--- src/rtl/sts_pkg.sv ---
package sts_pkg;
   typedef enum logic [1:0] {ST_IDLE, ST_FILL, ST_STREAM, ST_DONE} seq_state_e;

   localparam logic [2:0] A_SEED = 3'd0;
   localparam logic [2:0] A_LEN  = 3'd1;
   localparam logic [2:0] A_DEST = 3'd2;
   localparam logic [2:0] A_SEL  = 3'd3;
   localparam logic [2:0] A_DLY  = 3'd4;
   localparam logic [2:0] A_ERR  = 3'd5;
endpackage

--- src/rtl/sts_lfsr.sv ---
module sts_lfsr #(
   parameter int unsigned DW = 16
) (
   input  logic [DW-1:0] cur,
   output logic [DW-1:0] nxt
);
   logic [DW-1:0] mask;

   generate
      if (DW == 8) begin : g_w8
         assign mask = DW'(8'hB8);
      end else if (DW == 16) begin : g_w16
         assign mask = DW'(16'hB400);
      end else if (DW == 32) begin : g_w32
         assign mask = DW'(32'h8020_0003);
      end else begin : g_bad
         $error("sts_lfsr: DW must be 8, 16 or 32");
         assign mask = '0;
      end
   endgenerate

   assign nxt = (cur >> 1) ^ (cur[0] ? mask : '0);
endmodule

--- src/rtl/sts_regs.sv ---
module sts_regs
   import sts_pkg::*;
#(
   parameter int unsigned DW  = 16,
   parameter int unsigned LW  = 6,
   parameter int unsigned DSW = 2,
   parameter int unsigned DEPTH = 32
) (
   input  logic           clk,
   input  logic           rst_n,
   input  logic           busy,
   input  logic           cfg_we,
   input  logic [2:0]     cfg_addr,
   input  logic [DW-1:0]  cfg_wdata,
   input  logic [LW-1:0]  err_cnt,
   output logic [DW-1:0]  cfg_rdata,
   output logic [DW-1:0]  seed,
   output logic [LW-1:0]  len_eff,
   output logic [DSW-1:0] wr_dest,
   output logic [DSW-1:0] cmp_dest,
   output logic [DW-1:0]  sel_cfg,
   output logic [DW-1:0]  dly_cfg
);
   localparam logic [LW-1:0] FULL_LEN = LW'(DEPTH);
   logic [LW-1:0] len_q;

   always_ff @(posedge clk or negedge rst_n) begin
      if (!rst_n) begin
         seed     <= DW'(16'hACE1);
         len_q    <= '0;
         wr_dest  <= '0;
         cmp_dest <= '0;
         sel_cfg  <= '0;
         dly_cfg  <= '0;
      end else if (cfg_we && !busy) begin
         case (cfg_addr)
            A_SEED: seed    <= cfg_wdata;
            A_LEN:  len_q   <= cfg_wdata[LW-1:0];
            A_DEST: begin
               wr_dest  <= cfg_wdata[DSW-1:0];
               cmp_dest <= cfg_wdata[4 +: DSW];
            end
            A_SEL:  sel_cfg <= cfg_wdata;
            A_DLY:  dly_cfg <= cfg_wdata;
            default: ;
         endcase
      end
   end

   assign len_eff = (len_q == '0 || len_q > FULL_LEN) ? FULL_LEN : len_q;

   always_comb begin
      cfg_rdata = '0;
      case (cfg_addr)
         A_SEED: cfg_rdata = seed;
         A_LEN:  cfg_rdata = DW'(len_q);
         A_DEST: begin
            cfg_rdata[DSW-1:0]  = wr_dest;
            cfg_rdata[4 +: DSW] = cmp_dest;
         end
         A_SEL:  cfg_rdata = sel_cfg;
         A_DLY:  cfg_rdata = dly_cfg;
         A_ERR:  cfg_rdata = DW'(err_cnt);
         default: cfg_rdata = '0;
      endcase
   end
endmodule

--- src/rtl/sts_stream.sv ---
module sts_stream
   import sts_pkg::*;
#(
   parameter int unsigned DW    = 16,
   parameter int unsigned DEPTH = 32,
   parameter int unsigned AW    = 5,
   parameter int unsigned LW    = 6
) (
   input  logic          clk,
   input  logic          rst_n,
   input  logic          start,
   input  logic [DW-1:0] seed,
   input  logic [LW-1:0] len_eff,
   input  logic          cmp_done,
   input  logic [AW-1:0] src_raddr,
   output logic [DW-1:0] src_rdata,
   output logic [DW-1:0] dut_data,
   output logic          dut_valid,
   output logic          busy,
   output logic          arm
);
   seq_state_e    st;
   logic [AW-1:0] idx;
   logic [DW-1:0] lfsr_q;
   logic [DW-1:0] lfsr_nxt;
   logic          at_last;
   logic [DW-1:0] src_mem [DEPTH];

   sts_lfsr #(.DW(DW)) u_lfsr (.cur(lfsr_q), .nxt(lfsr_nxt));

   assign at_last   = ({1'b0, idx} == LW'(len_eff - LW'(1)));
   assign arm       = (st == ST_IDLE) && start;
   assign busy      = (st != ST_IDLE);
   assign src_rdata = src_mem[src_raddr];

   always_ff @(posedge clk or negedge rst_n) begin
      if (!rst_n) begin
         st        <= ST_IDLE;
         idx       <= '0;
         lfsr_q    <= '0;
         dut_valid <= 1'b0;
         dut_data  <= '0;
      end else begin
         dut_valid <= 1'b0;
         case (st)
            ST_IDLE: if (start) begin
               st     <= ST_FILL;
               idx    <= '0;
               lfsr_q <= (seed == '0) ? DW'(1) : seed;
            end
            ST_FILL: begin
               lfsr_q <= lfsr_nxt;
               if (at_last) begin
                  st  <= ST_STREAM;
                  idx <= '0;
               end else begin
                  idx <= idx + 1'b1;
               end
            end
            ST_STREAM: begin
               dut_valid <= 1'b1;
               dut_data  <= src_mem[idx];
               if (at_last) st <= ST_DONE;
               else idx <= idx + 1'b1;
            end
            ST_DONE: if (cmp_done) st <= ST_IDLE;
            default: st <= ST_IDLE;
         endcase
      end
   end

   always_ff @(posedge clk) begin
      if (st == ST_FILL) src_mem[idx] <= lfsr_q;
   end
endmodule

--- src/rtl/sts_capture.sv ---
module sts_capture #(
   parameter int unsigned DW    = 16,
   parameter int unsigned DEPTH = 32,
   parameter int unsigned NDST  = 4,
   parameter int unsigned AW    = 5,
   parameter int unsigned LW    = 6,
   parameter int unsigned DSW   = 2
) (
   input  logic           clk,
   input  logic           rst_n,
   input  logic           arm,
   input  logic [LW-1:0]  len_eff,
   input  logic [DSW-1:0] wr_dest,
   input  logic           rx_valid,
   input  logic [DW-1:0]  rx_data,
   input  logic [DSW-1:0] rd_sel,
   input  logic [AW-1:0]  rd_addr,
   output logic [DW-1:0]  rd_data,
   output logic           done
);
   logic          active;
   logic [AW-1:0] cnt;
   logic          take;
   logic          last;
   logic [DW-1:0] bank_rd [NDST];

   assign take = active && rx_valid;
   assign last = ({1'b0, cnt} == LW'(len_eff - LW'(1)));
   assign done = take && last;

   always_ff @(posedge clk or negedge rst_n) begin
      if (!rst_n) begin
         active <= 1'b0;
         cnt    <= '0;
      end else if (arm) begin
         active <= 1'b1;
         cnt    <= '0;
      end else if (take) begin
         if (last) active <= 1'b0;
         else cnt <= cnt + 1'b1;
      end
   end

   for (genvar g = 0; g < NDST; g++) begin : g_bank
      logic [DW-1:0] mem [DEPTH];
      always_ff @(posedge clk) begin
         if (take && wr_dest == DSW'(g)) mem[cnt] <= rx_data;
      end
      assign bank_rd[g] = mem[rd_addr];
   end

   assign rd_data = (32'(rd_sel) < NDST) ? bank_rd[rd_sel] : '0;
endmodule

--- src/rtl/sts_compare.sv ---
module sts_compare #(
   parameter int unsigned DW    = 16,
   parameter int unsigned DEPTH = 32,
   parameter int unsigned AW    = 5,
   parameter int unsigned LW    = 6,
   parameter int unsigned RW    = 22
) (
   input  logic          clk,
   input  logic          rst_n,
   input  logic          arm,
   input  logic          go,
   input  logic [LW-1:0] len_eff,
   input  logic [DW-1:0] src_rdata,
   input  logic [DW-1:0] dst_rdata,
   output logic [AW-1:0] rd_addr,
   input  logic [AW-1:0] res_raddr,
   output logic [RW-1:0] res_rdata,
   output logic [LW-1:0] err_cnt,
   output logic          done
);
   logic          active;
   logic          mm;
   logic          last;
   logic [RW-1:0] res_mem [DEPTH];

   assign mm        = (src_rdata != dst_rdata);
   assign last      = ({1'b0, rd_addr} == LW'(len_eff - LW'(1)));
   assign done      = active && last;
   assign res_rdata = res_mem[res_raddr];

   always_ff @(posedge clk or negedge rst_n) begin
      if (!rst_n) begin
         active  <= 1'b0;
         rd_addr <= '0;
         err_cnt <= '0;
      end else if (arm) begin
         active  <= 1'b0;
         err_cnt <= '0;
      end else if (go) begin
         active  <= 1'b1;
         rd_addr <= '0;
      end else if (active) begin
         err_cnt <= err_cnt + LW'(mm);
         if (last) active <= 1'b0;
         else rd_addr <= rd_addr + 1'b1;
      end
   end

   always_ff @(posedge clk) begin
      if (active) res_mem[rd_addr] <= {rd_addr, mm, dst_rdata};
   end
endmodule

--- src/rtl/sync_test_sequencer.sv ---
module sync_test_sequencer #(
   parameter int unsigned DW    = 16,
   parameter int unsigned DEPTH = 32,
   parameter int unsigned NDST  = 4,
   localparam int unsigned AW   = $clog2(DEPTH),
   localparam int unsigned LW   = AW + 1,
   localparam int unsigned DSW  = $clog2(NDST),
   localparam int unsigned RW   = AW + 1 + DW
) (
   input  logic          clk,
   input  logic          rst_n,
   input  logic          start,
   output logic          busy,
   input  logic          cfg_we,
   input  logic [2:0]    cfg_addr,
   input  logic [DW-1:0] cfg_wdata,
   output logic [DW-1:0] cfg_rdata,
   output logic [DW-1:0] sel_cfg,
   output logic [DW-1:0] dly_cfg,
   output logic [DW-1:0] dut_data,
   output logic          dut_valid,
   input  logic          rx_valid,
   input  logic [DW-1:0] rx_data,
   input  logic [AW-1:0] res_raddr,
   output logic [RW-1:0] res_rdata
);
   if (DEPTH < 2) begin : g_chk_depth
      $error("sync_test_sequencer: DEPTH must be at least 2");
   end
   if (NDST < 2 || NDST > 16) begin : g_chk_ndst
      $error("sync_test_sequencer: NDST must be 2..16");
   end

   logic [DW-1:0]  seed_w;
   logic [LW-1:0]  len_w;
   logic [DSW-1:0] wrd_w;
   logic [DSW-1:0] cmpd_w;
   logic [LW-1:0]  err_w;
   logic           arm_w;
   logic           capd_w;
   logic           cmpdone_w;
   logic [AW-1:0]  caddr_w;
   logic [DW-1:0]  srcrd_w;
   logic [DW-1:0]  dstrd_w;

   sts_regs #(.DW(DW), .LW(LW), .DSW(DSW), .DEPTH(DEPTH)) u_regs (
      .clk(clk), .rst_n(rst_n), .busy(busy),
      .cfg_we(cfg_we), .cfg_addr(cfg_addr), .cfg_wdata(cfg_wdata),
      .err_cnt(err_w), .cfg_rdata(cfg_rdata),
      .seed(seed_w), .len_eff(len_w), .wr_dest(wrd_w), .cmp_dest(cmpd_w),
      .sel_cfg(sel_cfg), .dly_cfg(dly_cfg)
   );

   sts_stream #(.DW(DW), .DEPTH(DEPTH), .AW(AW), .LW(LW)) u_stream (
      .clk(clk), .rst_n(rst_n), .start(start), .seed(seed_w), .len_eff(len_w),
      .cmp_done(cmpdone_w), .src_raddr(caddr_w), .src_rdata(srcrd_w),
      .dut_data(dut_data), .dut_valid(dut_valid), .busy(busy), .arm(arm_w)
   );

   sts_capture #(.DW(DW), .DEPTH(DEPTH), .NDST(NDST), .AW(AW), .LW(LW), .DSW(DSW)) u_cap (
      .clk(clk), .rst_n(rst_n), .arm(arm_w), .len_eff(len_w), .wr_dest(wrd_w),
      .rx_valid(rx_valid), .rx_data(rx_data), .rd_sel(cmpd_w), .rd_addr(caddr_w),
      .rd_data(dstrd_w), .done(capd_w)
   );

   sts_compare #(.DW(DW), .DEPTH(DEPTH), .AW(AW), .LW(LW), .RW(RW)) u_cmp (
      .clk(clk), .rst_n(rst_n), .arm(arm_w), .go(capd_w), .len_eff(len_w),
      .src_rdata(srcrd_w), .dst_rdata(dstrd_w), .rd_addr(caddr_w),
      .res_raddr(res_raddr), .res_rdata(res_rdata), .err_cnt(err_w), .done(cmpdone_w)
   );
endmodule

--- config.mk ---
export PLATFORM = sky130hd
export DESIGN_NAME = sync_test_sequencer
export DESIGN_NICKNAME = d
export VERILOG_FILES = /design/src/rtl/sts_pkg.sv /design/src/rtl/sts_lfsr.sv /design/src/rtl/sts_regs.sv /design/src/rtl/sts_stream.sv /design/src/rtl/sts_capture.sv /design/src/rtl/sts_compare.sv /design/src/rtl/sync_test_sequencer.sv
export SDC_FILE = /design/constraint.sdc
export NUM_CORES = 2
export LEC_CHECK = 0
export BUFFER_PORTS_ARGS = -buffer_cell sky130_fd_sc_hd__buf_4
export CAP_MARGIN = 25
export CORE_MARGIN = 4
export CORE_UTILIZATION = 41
export CTS_BUF_LIST = sky130_fd_sc_hd__clkbuf_2
export DETAILED_ROUTE_END_ITERATION = 6
export GPL_ROUTABILITY_DRIVEN = 0
export PLACE_DENSITY = 0.62
export SKIP_CTS_REPAIR_TIMING = 1
export SYNTH_ARGS = -nofsm -noshare
export SYNTH_HDL_FRONTEND = slang
export SYNTH_SLANG_ARGS = --single-unit
--- constraint.sdc ---
create_clock -name clk -period 13.08 [get_ports clk]
set_input_delay 0.654 -clock clk [delete_from_list [all_inputs] [get_ports clk]]
set_output_delay 0.654 -clock clk [all_outputs]
set_load 0.03 [all_outputs]
==> reports/metrics.csv <==
metric;value;unit
status;completed;
numPortBuffers;132;
cts_root_buf;clkbuf_2;
tns;0;ns
ys_types;81;
yosysTopAreaCell;edfxtp_1;
path_class;flop to flop;
grt_antenna_before_repair;20;
track_usage;0.235;
synth_flop_cell;edfxtp_1;
fin_nets;7556;
power_leakage;0.0499;uW
row_count;210;
fillers;27800;
rsz0062_at_grt;false;
wl_per_cell;32.8;um
die_w;582;um
fin_crit_sh;0.596;
synth_edf_count;3264;
cp-end-kind;flop;
r2r_slack;5.29;ns
h-tree-depth;6;
hpwl;231000;um
finalPower;30200;uW
grt_pass1_wl;567000;um
coreArea;327000;um2
ys_async_sr_fraction;0.0343;
grt_overflow;0;
maxCapViolCount;0;
drc_errors;0;
hold_viol_final;0;
max_slew_margin;0.187;
postRouteAntennaNets;0;
ys_warn_count;0;
clockBufferDepth;4;
drv_slew;0;
fin_crit;7.79;ns
ys_seq_area_frac;0.748;
cts_made_buffers;815;
grt_max_degree;136;
cts_tree;built;
crit_path_max_incr_delay;0.92;ns
max_freq;0.128;GHz
die-area;338000;um2
hold_class;input pin to flop;
synth_area_leaders;edfxtp_1 (73%), mux4_2 (14%), mux2i_1 (2.7%);
synth_fp_nets;6541;
start_kind;flop;
dr.first_iter.drc_count;11200;
fin_skew;0.300;ns
peakVddDrop;174;uV
layout-drive-gt1-share;0.351;
crit_slowest_cell;a221oi_1;
drt_wl_total;409000;um
drtPass1Iterations;6;
cp_max_fo;42;
power_density;198;nW/um2
clkSinkCount;3380;
worstMarginPinSlew;1.21;ns
syn_area_per_cell;20.8;um2
clk_pin_slew;0.11;ns
clk_latency;2.26;ns
vias_per_cell;6.01;
syn_area;135000;um2
syn2layout_area_growth;12.7;%
ys_ff_latch;3380;
final-setup-viol-count;0;
ios;133;
syn_inst;6476;
cp_common_cell;buf_4;
dp_slack;5.16;ns
dieHeight;582;um
critical_path_required;14.96;ns
critical_path.cell_chain;buf_4 -> buf_4 -> nand2b_1 -> buf_4 -> o32ai_1 -> a211o_1 -> a221oi_1 -> nand3_1 -> a32o_1 -> buf_4 -> xor2_1 -> nor4_1 -> nand4_1 -> ha_1 -> and3_1 -> and3_1 -> nand3_1 -> xor2_1 -> nor2_1;
start_util;0.412;
grt_pass1_vias;74400;
fin_ws;5.29;ns
synth_top_cell_area_share;0.726;
critPathArrivalTime;9.67;ns
vias;74900;
-- Yosys cell counts (9+ instances only) --
library cell and n:
mux2_2 105, nand2b_1 9, xnor2_1 28, clkbuf_1 150, buf_6 32, and2_1 11, o21ai_0 83, inv_1 25
a31oi_1 13, mux4_1 9, dfrtp_1 108, o221ai_1 9, nor3_1 32, nor2b_1 21, a22o_1 32, mux2i_1 370
ha_1 20, buf_1 55, a21oi_1 84, o2bb2ai_1 10, mux4_2 824, a22oi_1 145, nand2_1 167, xor2_1 16
o22ai_1 99, edfxtp_1 3264, o2111ai_1 9, nor3b_1 11, nand3_1 58, a221oi_1 35, buf_4 46, buf_2 109
a211oi_1 13, nor4_1 19, nor2_1 273, a32o_1 10, nand4_1 34, o211ai_1 12
-- path summary, 6_finish.rpt --
kind,start,end,cells after the start
worst min-delay path,rx_data[9],u_cap.g_bank[3].mem[31][9]$_DFFE_PP_,4
worst max register to register,u_cmp.rd_addr[2]$_DFFE_PN0P_,u_cmp.err_cnt[5]$_DFFE_PN0P_,19
min in group asynchronous,rst_n,u_regs.dly_cfg[1]$_DFFE_PN0P_,6
max in group asynchronous,rst_n,u_stream.idx[0]$_DFFE_PN0P_,7
worst min register to register,u_stream.lfsr_q[4]$_DFFE_PN0P_,u_stream.lfsr_q[4]$_DFFE_PN0P_,2
worst max-delay path,u_cmp.rd_addr[2]$_DFFE_PN0P_,u_cmp.err_cnt[5]$_DFFE_PN0P_,19
-- power by group --
part,leakage (uW),internal (uW),switching [uW],total (uW)
Sequential,0.0309,13100,401,13500
Combinational,0.0135,3460,6290,9750
Clock,0.00552,2570,4310,6870
-- sequential cells by signal, indices dropped and copies added (netlist names), 6 cells and up --
| name | flops |
|---|---|
| u_cmp.res_mem | 704 |
| u_cap.g_bank.mem | 2048 |
| u_cmp.err_cnt | 6 |
| u_stream.dut_data | 16 |
| u_regs.sel_cfg | 16 |
| u_regs.seed | 16 |
| u_regs.len_q | 6 |
| u_stream.src_mem | 512 |
| u_regs.dly_cfg | 16 |
| u_stream.lfsr_q | 16 |
-- routing by layer --
metal,share of wire,global-route usage,up-vias
li1,-,-,29800
met3,0.11,0.0632,943
met2,0.46,0.361,4893
met4,0.046,0.0982,14
met1,0.38,0.320,39200
met5,0.00023,0,-
-- final cells by class --
cell class	count	area [um2]	area share
well taps	4346	5440	0.0358
flip-flops and latches	3380	101000	0.664
multi-input cells	2672	32500	0.214
clock inverters	240	1420	0.00935
clock buffers	1173	5870	0.0386
inverters	29	109	0.000716
diodes	18	45.0	0.000296
repair buffers	593	5740	0.0377
-- cells by family after synthesis --
group | share of synthesized area
mux | 0.176
flops | 0.748
xor+xnor | 0.00286
buf+inv | 0.0162
fa+ha+maj | 0.00185
compound gates | 0.0318
simple gates | 0.0237
-- placed cells by master, fill, tap and decap left out, drive strengths merged, types with 8 or more instances in the layout --
cell type	n
a31oi	13
o2bb2ai	10
mux4	834
dfrtp	108
nor3	32
a32o	11
nor2b	21
a22o	32
edfxtp	3264
ha	20
dlygate4sd3	124
inv	61
xnor2	28
nand3b	8
nand2	167
nand2b	9
a221oi	36
nor4	19
clkinv	198
a22oi	146
clkbuf	1174
nor2	273
mux2	105
a21oi	84
a211oi	13
o211ai	12
dfstp	8
mux2i	370
nor3b	12
buf	468
xor2	16
and2	13
o22ai	99
o21ai	83
nand4	34
nand3	58
o2111ai	9
o221ai	9
diode	18
-- critical path, delay by kind of cell (launching register included) --
kind | cells | cell delay [ns]
DFF | 1 | 0.73
AOI/OAI and AO/OA | 4 | 1.71
buffers and inverters | 4 | 1.88
adders and majority gates | 1 | 0.42
and+or+nand+nor | 8 | 2.29
xor gates and xnor gates | 2 | 0.39
-- metrics by stage --
stage,cells,cell area [um2],hold slack (ns),util
5_1_grt,12400,152000,0.0436,0.464
2_1_floorplan,6476,135000,0.358,-
3_3_place_gp,10800,142000,0.504,0.434
4_1_cts,12300,150000,-1.88,0.457
6_report,12500,152000,0.114,0.464
3_5_place_dp,10900,142000,0.520,0.435
No activity file was read; power rests on OpenSTA's default activity.
